--- config.mk ---
export PLATFORM = sky130hd
export DESIGN_NAME = irq_vector_ctrl
export DESIGN_NICKNAME = d
export VERILOG_FILES = /design/src/rtl/irq_pkg.sv /design/src/rtl/irq_nmi_latch.sv /design/src/rtl/irq_resolve.sv /design/src/rtl/irq_take_reg.sv /design/src/rtl/irq_vector_ctrl.sv
export SDC_FILE = /design/constraint.sdc
export NUM_CORES = 1
export LEC_CHECK = 0
export BUFFER_PORTS_ARGS = -buffer_cell sky130_fd_sc_hd__buf_4
export CAP_MARGIN = 20
export CORE_UTILIZATION = 40
export DETAILED_ROUTE_END_ITERATION = 16
export PLACE_DENSITY_LB_ADDON = 0.12
export SLEW_MARGIN = 15
export SYNTH_ARGS = -nofsm -noshare
export SYNTH_HDL_FRONTEND = slang
export SYNTH_SLANG_ARGS = --single-unit
--- constraint.sdc ---
create_clock -name clk_i -period 1.7 [get_ports clk_i]
set_clock_uncertainty 0.15 [all_clocks]
set_input_delay 0.085 -clock clk_i [delete_from_list [all_inputs] [get_ports clk_i]]
set_output_delay 0.085 -clock clk_i [all_outputs]
set_load 0.02 [all_outputs]
--- src/rtl/irq_pkg.sv ---
package irq_pkg;
  localparam int TYPE_W = 8;

  // index order is priority order, lowest index wins
  typedef enum int unsigned {
    SRC_DIV   = 0,
    SRC_UNDEF = 1,
    SRC_ESC   = 2,
    SRC_BRK   = 3,
    SRC_OVF   = 4,
    SRC_SWI   = 5,
    SRC_NMI   = 6,
    SRC_INTR  = 7,
    SRC_STEP  = 8,
    SRC_COUNT = 9
  } src_e;

  localparam int NSRC = int'(SRC_COUNT);

  function automatic logic [TYPE_W-1:0] fixed_type(input int idx);
    case (idx)
      int'(SRC_DIV):   return TYPE_W'(0);
      int'(SRC_UNDEF): return TYPE_W'(6);
      int'(SRC_ESC):   return TYPE_W'(7);
      int'(SRC_BRK):   return TYPE_W'(3);
      int'(SRC_OVF):   return TYPE_W'(4);
      int'(SRC_NMI):   return TYPE_W'(2);
      int'(SRC_STEP):  return TYPE_W'(1);
      default:         return TYPE_W'(0);
    endcase
  endfunction
endpackage

--- src/rtl/irq_nmi_latch.sv ---
module irq_nmi_latch (
  input  logic clk_i,
  input  logic rst_ni,
  input  logic nmi_i,
  input  logic clr_i,
  output logic pend_o
);
  logic nmi_q;
  logic edge_det;

  assign edge_det = nmi_i & ~nmi_q;

  always_ff @(posedge clk_i or negedge rst_ni) begin
    if (!rst_ni) begin
      nmi_q  <= 1'b0;
      pend_o <= 1'b0;
    end else begin
      nmi_q  <= nmi_i;
      // a fresh edge wins over a same-cycle clear
      pend_o <= (pend_o & ~clr_i) | edge_det;
    end
  end
endmodule

--- src/rtl/irq_resolve.sv ---
module irq_resolve #(
  parameter  int NSRC   = 9,
  parameter  int TYPE_W = 8,
  localparam int IDX_W  = $clog2(NSRC)
) (
  input  logic [NSRC-1:0]             req_i,
  input  logic [NSRC-1:0][TYPE_W-1:0] type_i,
  output logic                        any_o,
  output logic [IDX_W-1:0]            idx_o,
  output logic [TYPE_W-1:0]           type_o
);
  always_comb begin
    any_o  = |req_i;
    idx_o  = '0;
    type_o = '0;
    for (int i = NSRC - 1; i >= 0; i--) begin
      if (req_i[i]) begin
        idx_o  = IDX_W'(i);
        type_o = type_i[i];
      end
    end
  end
endmodule

--- src/rtl/irq_take_reg.sv ---
module irq_take_reg #(
  parameter int TYPE_W = 8
) (
  input  logic              clk_i,
  input  logic              rst_ni,
  input  logic              fire_i,
  input  logic [TYPE_W-1:0] type_i,
  output logic              take_o,
  output logic [TYPE_W-1:0] type_o
);
  always_ff @(posedge clk_i or negedge rst_ni) begin
    if (!rst_ni) begin
      take_o <= 1'b0;
      type_o <= '0;
    end else begin
      take_o <= fire_i;
      if (fire_i) type_o <= type_i;
    end
  end
endmodule

--- src/rtl/irq_vector_ctrl.sv ---
module irq_vector_ctrl
  import irq_pkg::*;
(
  input  logic              clk_i,
  input  logic              rst_ni,
  input  logic              boundary_i,
  input  logic              if_i,
  input  logic              tf_i,
  input  logic              ovf_flag_i,
  input  logic              div_err_i,
  input  logic              bad_op_i,
  input  logic              esc_op_i,
  input  logic              brk_i,
  input  logic              into_i,
  input  logic              swint_i,
  input  logic [TYPE_W-1:0] swint_type_i,
  input  logic              nmi_i,
  input  logic              intr_i,
  input  logic [TYPE_W-1:0] ack_vec_i,
  output logic              take_o,
  output logic [TYPE_W-1:0] type_o,
  output logic              if_o,
  output logic              tf_o
);
  localparam int IDX_W = $clog2(NSRC);

  logic [NSRC-1:0]             req;
  logic [NSRC-1:0][TYPE_W-1:0] src_type;
  logic                        any_req;
  logic [IDX_W-1:0]            win_idx;
  logic [TYPE_W-1:0]           win_type;
  logic                        fire;
  logic                        nmi_pend;
  logic                        nmi_clr;

  always_comb begin
    req                 = '0;
    req[int'(SRC_DIV)]   = div_err_i;
    req[int'(SRC_UNDEF)] = bad_op_i;
    req[int'(SRC_ESC)]   = esc_op_i;
    req[int'(SRC_BRK)]   = brk_i;
    req[int'(SRC_OVF)]   = into_i & ovf_flag_i;
    req[int'(SRC_SWI)]   = swint_i;
    req[int'(SRC_NMI)]   = nmi_pend;
    req[int'(SRC_INTR)]  = intr_i & if_i;
    req[int'(SRC_STEP)]  = tf_i;
  end

  for (genvar g = 0; g < NSRC; g++) begin : g_type
    if (g == int'(SRC_SWI)) begin : g_sw
      assign src_type[g] = swint_type_i;
    end else if (g == int'(SRC_INTR)) begin : g_ext
      assign src_type[g] = ack_vec_i;
    end else begin : g_fix
      assign src_type[g] = fixed_type(g);
    end
  end

  irq_resolve #(.NSRC(NSRC), .TYPE_W(TYPE_W)) u_resolve (
    .req_i  (req),
    .type_i (src_type),
    .any_o  (any_req),
    .idx_o  (win_idx),
    .type_o (win_type)
  );

  // boundary in the entry cycle is dropped
  assign fire    = boundary_i & ~take_o & any_req;
  assign nmi_clr = fire & (win_idx == IDX_W'(int'(SRC_NMI)));

  irq_nmi_latch u_nmi (
    .clk_i  (clk_i),
    .rst_ni (rst_ni),
    .nmi_i  (nmi_i),
    .clr_i  (nmi_clr),
    .pend_o (nmi_pend)
  );

  irq_take_reg #(.TYPE_W(TYPE_W)) u_take (
    .clk_i  (clk_i),
    .rst_ni (rst_ni),
    .fire_i (fire),
    .type_i (win_type),
    .take_o (take_o),
    .type_o (type_o)
  );

  assign if_o = if_i & ~take_o;
  assign tf_o = tf_i & ~take_o;
endmodule

* Word level (Yosys, flattened, before mapping)
Cells that the tools add are included.
Word-level totals: output and inout bits 11, flip-flop bits (word level) 11, logic and storage cells 37, input port bits 30
Cells by class: bitwise gates (word level) 13, reduce and logical (&&, ||, !) cells 1, mux-type cells 18, eq/ne operators 1
Operators by type and width (count):
- 2-to-1 mux 8 bit | 8
- 2-to-1 mux 4 bit | 9
- bitwise AND 1 bit | 9
- OR reduction 9 bit | 1
- == test 4 x 3 -> 1 bit (second input constant) | 1
- inverter 1 bit | 3
- 2-to-1 mux 1 bit | 1
- bitwise OR 1 bit | 1

* Logic depth before layout (Yosys ltp)
word-level depth 14, mapped depth 5, gate-level depth less buffers 4

* Modules after synthesis
From an unflattened synthesis, not the netlist that was laid out.
Second synthesis, totals: cells, all modules 148, area total of the unflattened synthesis 1188.6 sq um
By module, submodules not included:
- irq_resolve | cells an instance 115, times used 1, area an instance 700.7 sq um, sequential area each 0.0 sq um
- irq_take_reg | cells an instance 18, times used 1, area an instance 356.6 sq um, sequential area each 225.2 sq um
- irq_nmi_latch | cells an instance 5, times used 1, area an instance 70.1 sq um, sequential area each 50.0 sq um
- irq_vector_ctrl | cells an instance 10, times used 1, area an instance 61.3 sq um, sequential area each 0.0 sq um

* Least setup slack after synthesis
No wires, ideal clock.
path type register -> register, start register u_take.take_o, end register u_take.type_o[5], cell stages (with the launch flop) 5, data arrival time 1220 ps, setup slack 235 ps, path buffers 1, data required time 1455 ps, clock period less this slack 1465 ps, library setup time 95 ps, path through dfrtp_1 > nand2b_4 > a41o_2 > buf_6 > o31ai_1
Between the ends: word-level cells in the longest chain between the ends 3
RTL lines:
- start: declaration | line irq_take_reg.sv:8 | output logic take_o,
- start signal: assignment | line irq_take_reg.sv:16 | take_o <= fire_i;
- inverter 1 bit | line irq_vector_ctrl.sv:68 | assign fire = boundary_i & ~take_o & any_req;
- bitwise AND 1 bit (2 in a row) | line irq_vector_ctrl.sv:68
- end signal: assignment | line irq_take_reg.sv:17 | if (fire_i) type_o <= type_i;
- end: declaration | line irq_take_reg.sv:9 | output logic [TYPE_W-1:0] type_o
No other way between the ends. A chain may end at the register's enable or synchronous reset.

* Final worst setup path
start input port div_err_i, end register u_nmi.pend_o
Between the ends: word-level cells in the longest chain between the ends 6, elaborated cells on any way between the ends 8, classes of those cells eq/ne (1); mux (1); bitwise (5); reduce/logical (1)
RTL lines:
- start: declaration | line irq_vector_ctrl.sv:10 | input logic div_err_i,
- OR reduction 9 bit / 2-to-1 mux 4 bit (equally long branches) | line irq_resolve.sv:13, irq_resolve.sv:17
- bitwise AND 1 bit / == test 4 x 3 -> 1 bit (equally long branches) | line irq_vector_ctrl.sv:68, irq_vector_ctrl.sv:69
- bitwise AND 1 bit (*) | line irq_vector_ctrl.sv:69 | assign nmi_clr = fire & (win_idx == IDX_W'(int'(SRC_NMI)));
- inverter 1 bit (*) | line irq_nmi_latch.sv:20 | pend_o <= (pend_o & ~clr_i) | edge_det;
- bitwise AND 1 bit (*) | line irq_nmi_latch.sv:20
- bitwise OR 1 bit (*) | line irq_nmi_latch.sv:20
- end signal: assignment | line irq_nmi_latch.sv:20
- end: declaration | line irq_nmi_latch.sv:6 | output logic pend_o
Mark *: on every way between the ends. The rest lies on a longest branch, timed or not.

==> summary.txt <==
Detailed routing
  • Detail Route Antenna Nets: 0
  • Initial DRC Count: 18
  • Post-Route WL: 1630 microns
  • DRC: 0
  • Routed vias: 641
  • DR vias/cell: 5.34
  • Detailed Routing Iterations Pass 1: 4
  • Wire length per cell: 13.6 microns

Finish
  • Design Area, Final: 983 sq um
  • Nets: 136
  • Final core utilization: 71.1%
  • Commonest non-fill, non-tap cell in the layout: buf_4
  • Area growth syn-to-layout: 56.9%
  • Layout cells sized above 1: 47.6%
  • ANT cells: 0
  • Commonest non-fill, non-tap cells in the layout: 40 x buf_4, 11 x dfrtp_1, 7 x nand2_1

Synth
  • Yosys warning count: 0
  • Post-synthesis async set-or-reset flop share: 100%
  • Post-Syn Area: 627 sq um
  • Top post-synthesis cells by area: dfrtp_1 44%, a22oi_1 6.0%, o31ai_1 6.0%
  • Top-area cell type share of the netlist area: 43.9%
  • Netlist cell types: 27
  • Post-Syn Instances: 60
  • Synthesis-stage register bit count: 11
  • Synth Net Count: 90
  • Sequential element share of the synthesized area: 43.9%
  • Post-synth top area cell: dfrtp_1
  • Synth Flop Type: dfrtp_1
  • Avg Cell Area, Syn: 10.4 sq um
  • Post-synth EDFFs: 0

Floorplanning
  • Total I/O pin count: between 40 and 50
  • Placeable Area: 0.00138 sq mm
  • Die height: ~42 microns
  • Die Width: 41.6 microns
  • Starting Density: 45.3%
  • Die area: 0.00173 sq mm
  • Rows: 13

Pwr
  • Sw Share: 27.9%
  • Lkg Pwr: 0.473 nW
  • Clock share of power: 27.5%
  • Int Pwr: 463 uW
  • PD cells: 653 mW/mm^2
  • P_sw: 179 uW
  • Max rail drop VDD: 0.000469 V
  • Sequential share of power: approximately 45%
  • Combinational share of power: 27.8%

Clock network
  • CTS tree: built
  • H-tree depth: 1
  • CTS Buf Count: 3
  • Clock Sinks: 11
  • CTS root buf: clkbuf_4
  • Post-CTS sizing: 0
  • Skew-Pair Late Insertion Delay: between 200 and 300 ps
  • Clock buffer depth: 2
  • Worst-path clk slew: 70 ps

Global routing
  • Global route hottest layer: met2
  • Antenna violations before repair: 0
  • Met1 usage: between 10% and 20%
  • Number of global-route vias before repair: 649
  • Largest net degree at the start of global routing: 17
  • Total Routing Usage GR: 19.3%
  • Met2 global-route usage: between 30% and 40%
  • Met3 Resource Use GR: 8.26%
  • First-pass GRT wire length: 2590 microns
  • GR Overflow Total: 0

Flow run
  • Maxcap violations: 0

STA
  • F_max: 598 MHz
  • Tcrit/Tclk final: 98.4%
  • Final setup vio count: 0
  • Slew headroom: around 80%
  • Min Tclk post-route: between 1500 and 2000 ps
  • RSZ-0062 raised after global routing: yes
  • Max Slew Vio Count: 0
  • Final hold violations: 0
  • Worst slew pin tran: between 200 and 300 ps

Setup path
  • CP required: 1700 ps
  • CP Launch Type: primary input
  • CP Cell Sequence: dlygate4sd3_1 -> buf_4 -> a211oi_4 -> nand2_2 -> or3_1 -> a22o_1
  • CP Capture Type: register
  • Worst Path Max Fanout: 6
  • Slowest CP cell: dlygate4sd3_1
  • Crit path kind: primary input to register
  • Crit path DAT: 1680 ps
  • Max stage delay on crit path: 540 ps

Placement
  • Placed cell area: 927 sq um
  • Buffers on Ports: 40
  • Routability cong.: 0.810
  • Post-DP HPWL: 1280 microns

Worst hold path
  • HP Class: primary input to register

Run status
  • Status: finished clean
[cells by family after synthesis]
| logic type | synth area share (%) |
|---|---|
| multiplexers | 1.80 |
| flip-flops | 43.9 |
| AO/OA/AOI/OAI | 28.7 |
| buffers and inverters | 4.19 |
| AND/OR/NAND/NOR | 21.4 |
[cells in the mapped netlist, types with 2 or more instances]
cell type  number
dfrtp_1        11
nor2b_1         4
inv_1           2
nand2_1         7
nor3_1          3
nand3_1         2
nor2_1          2
o31ai_1         5
a22oi_1         5
a31oi_1         2
[critical path: cells and delay by family]
kind / cells / cell delay, ps
buffers and inverters: 2 / 700
AO/OA/AOI/OAI: 2 / 410
AND/OR/NAND/NOR: 2 / 480
[flip-flops by register name, indices dropped and copies added, names as in the netlist]
signal	flops
u_take.take_o	1
u_nmi.pend_o	1
u_take.type_o	8
u_nmi.nmi_q	1
[area by class of cell]
class | instances | area [sq um]
timing repair buffer | 43 | 330
clock buffer | 4 | 26.3
multi-input combinational | 45 | 325
tap | 15 | 18.8
inverter | 2 | 7.51
sequential | 11 | 275
fill | 116 | 399
[power by group through the flow]
stage	Sequential (mW)	Clock [mW]	Combinational, mW
after floorplan	0.307	0	0.0597
after global placement	0.291	0	0.171
after detailed placement	0.292	0	0.173
after CTS	0.287	0.179	0.179
after global routing	0.289	0.195	0.191
final	0.287	0.176	0.178
[final timing paths]
path | from | endpoint | slack, ps | depth (start not counted)
min | ack_vec_i[6] | u_take.type_o[6] | 9 | 3
max reg2reg | u_nmi.pend_o | u_take.type_o[1] | 150 | 4
max | div_err_i | u_nmi.pend_o | 30 | 6
min reg2reg | u_take.type_o[6] | u_take.type_o[6] | 330 | 2
min in group asynchronous | rst_ni | u_take.type_o[4] | 30 | 2
max in group asynchronous | rst_ni | u_take.type_o[5] | 1220 | 2
[timing repair]
item | 4_1_cts | 5_1_grt
hold endpoints to repair | 15 | 0
setup buffers | 0 | 0
endpoints found under the setup margin | 0 | 2
hold buffers | 3 | 0
[metal layers]
| metal | up-vias | wire length (microns) |
|---|---|---|
| met5 | - | 0 |
| met4 | 0 | 12 |
| met3 | 2 | 101 |
| met2 | 20 | 826 |
| met1 | 298 | 693 |
| li1 | 321 | - |
[stage by stage]
stage | worst slack (ps) | TNS (ps) | power, mW | instances | hold slack, ps
6_report | 26.4 | 0 | 0.642 | 120 | 9.40
5_1_grt | -7.77 | -15.1 | 0.675 | 120 | 12.3
4_1_cts | 42.1 | 0 | 0.645 | 120 | 5.45
2_1_floorplan | 235 | 0 | 0.367 | 60 | -361
3_5_place_dp | 164 | 0 | 0.465 | 113 | -225
3_3_place_gp | 234 | 0 | 0.462 | 113 | -226
Note: power is estimated with default switching activity, not from simulation.
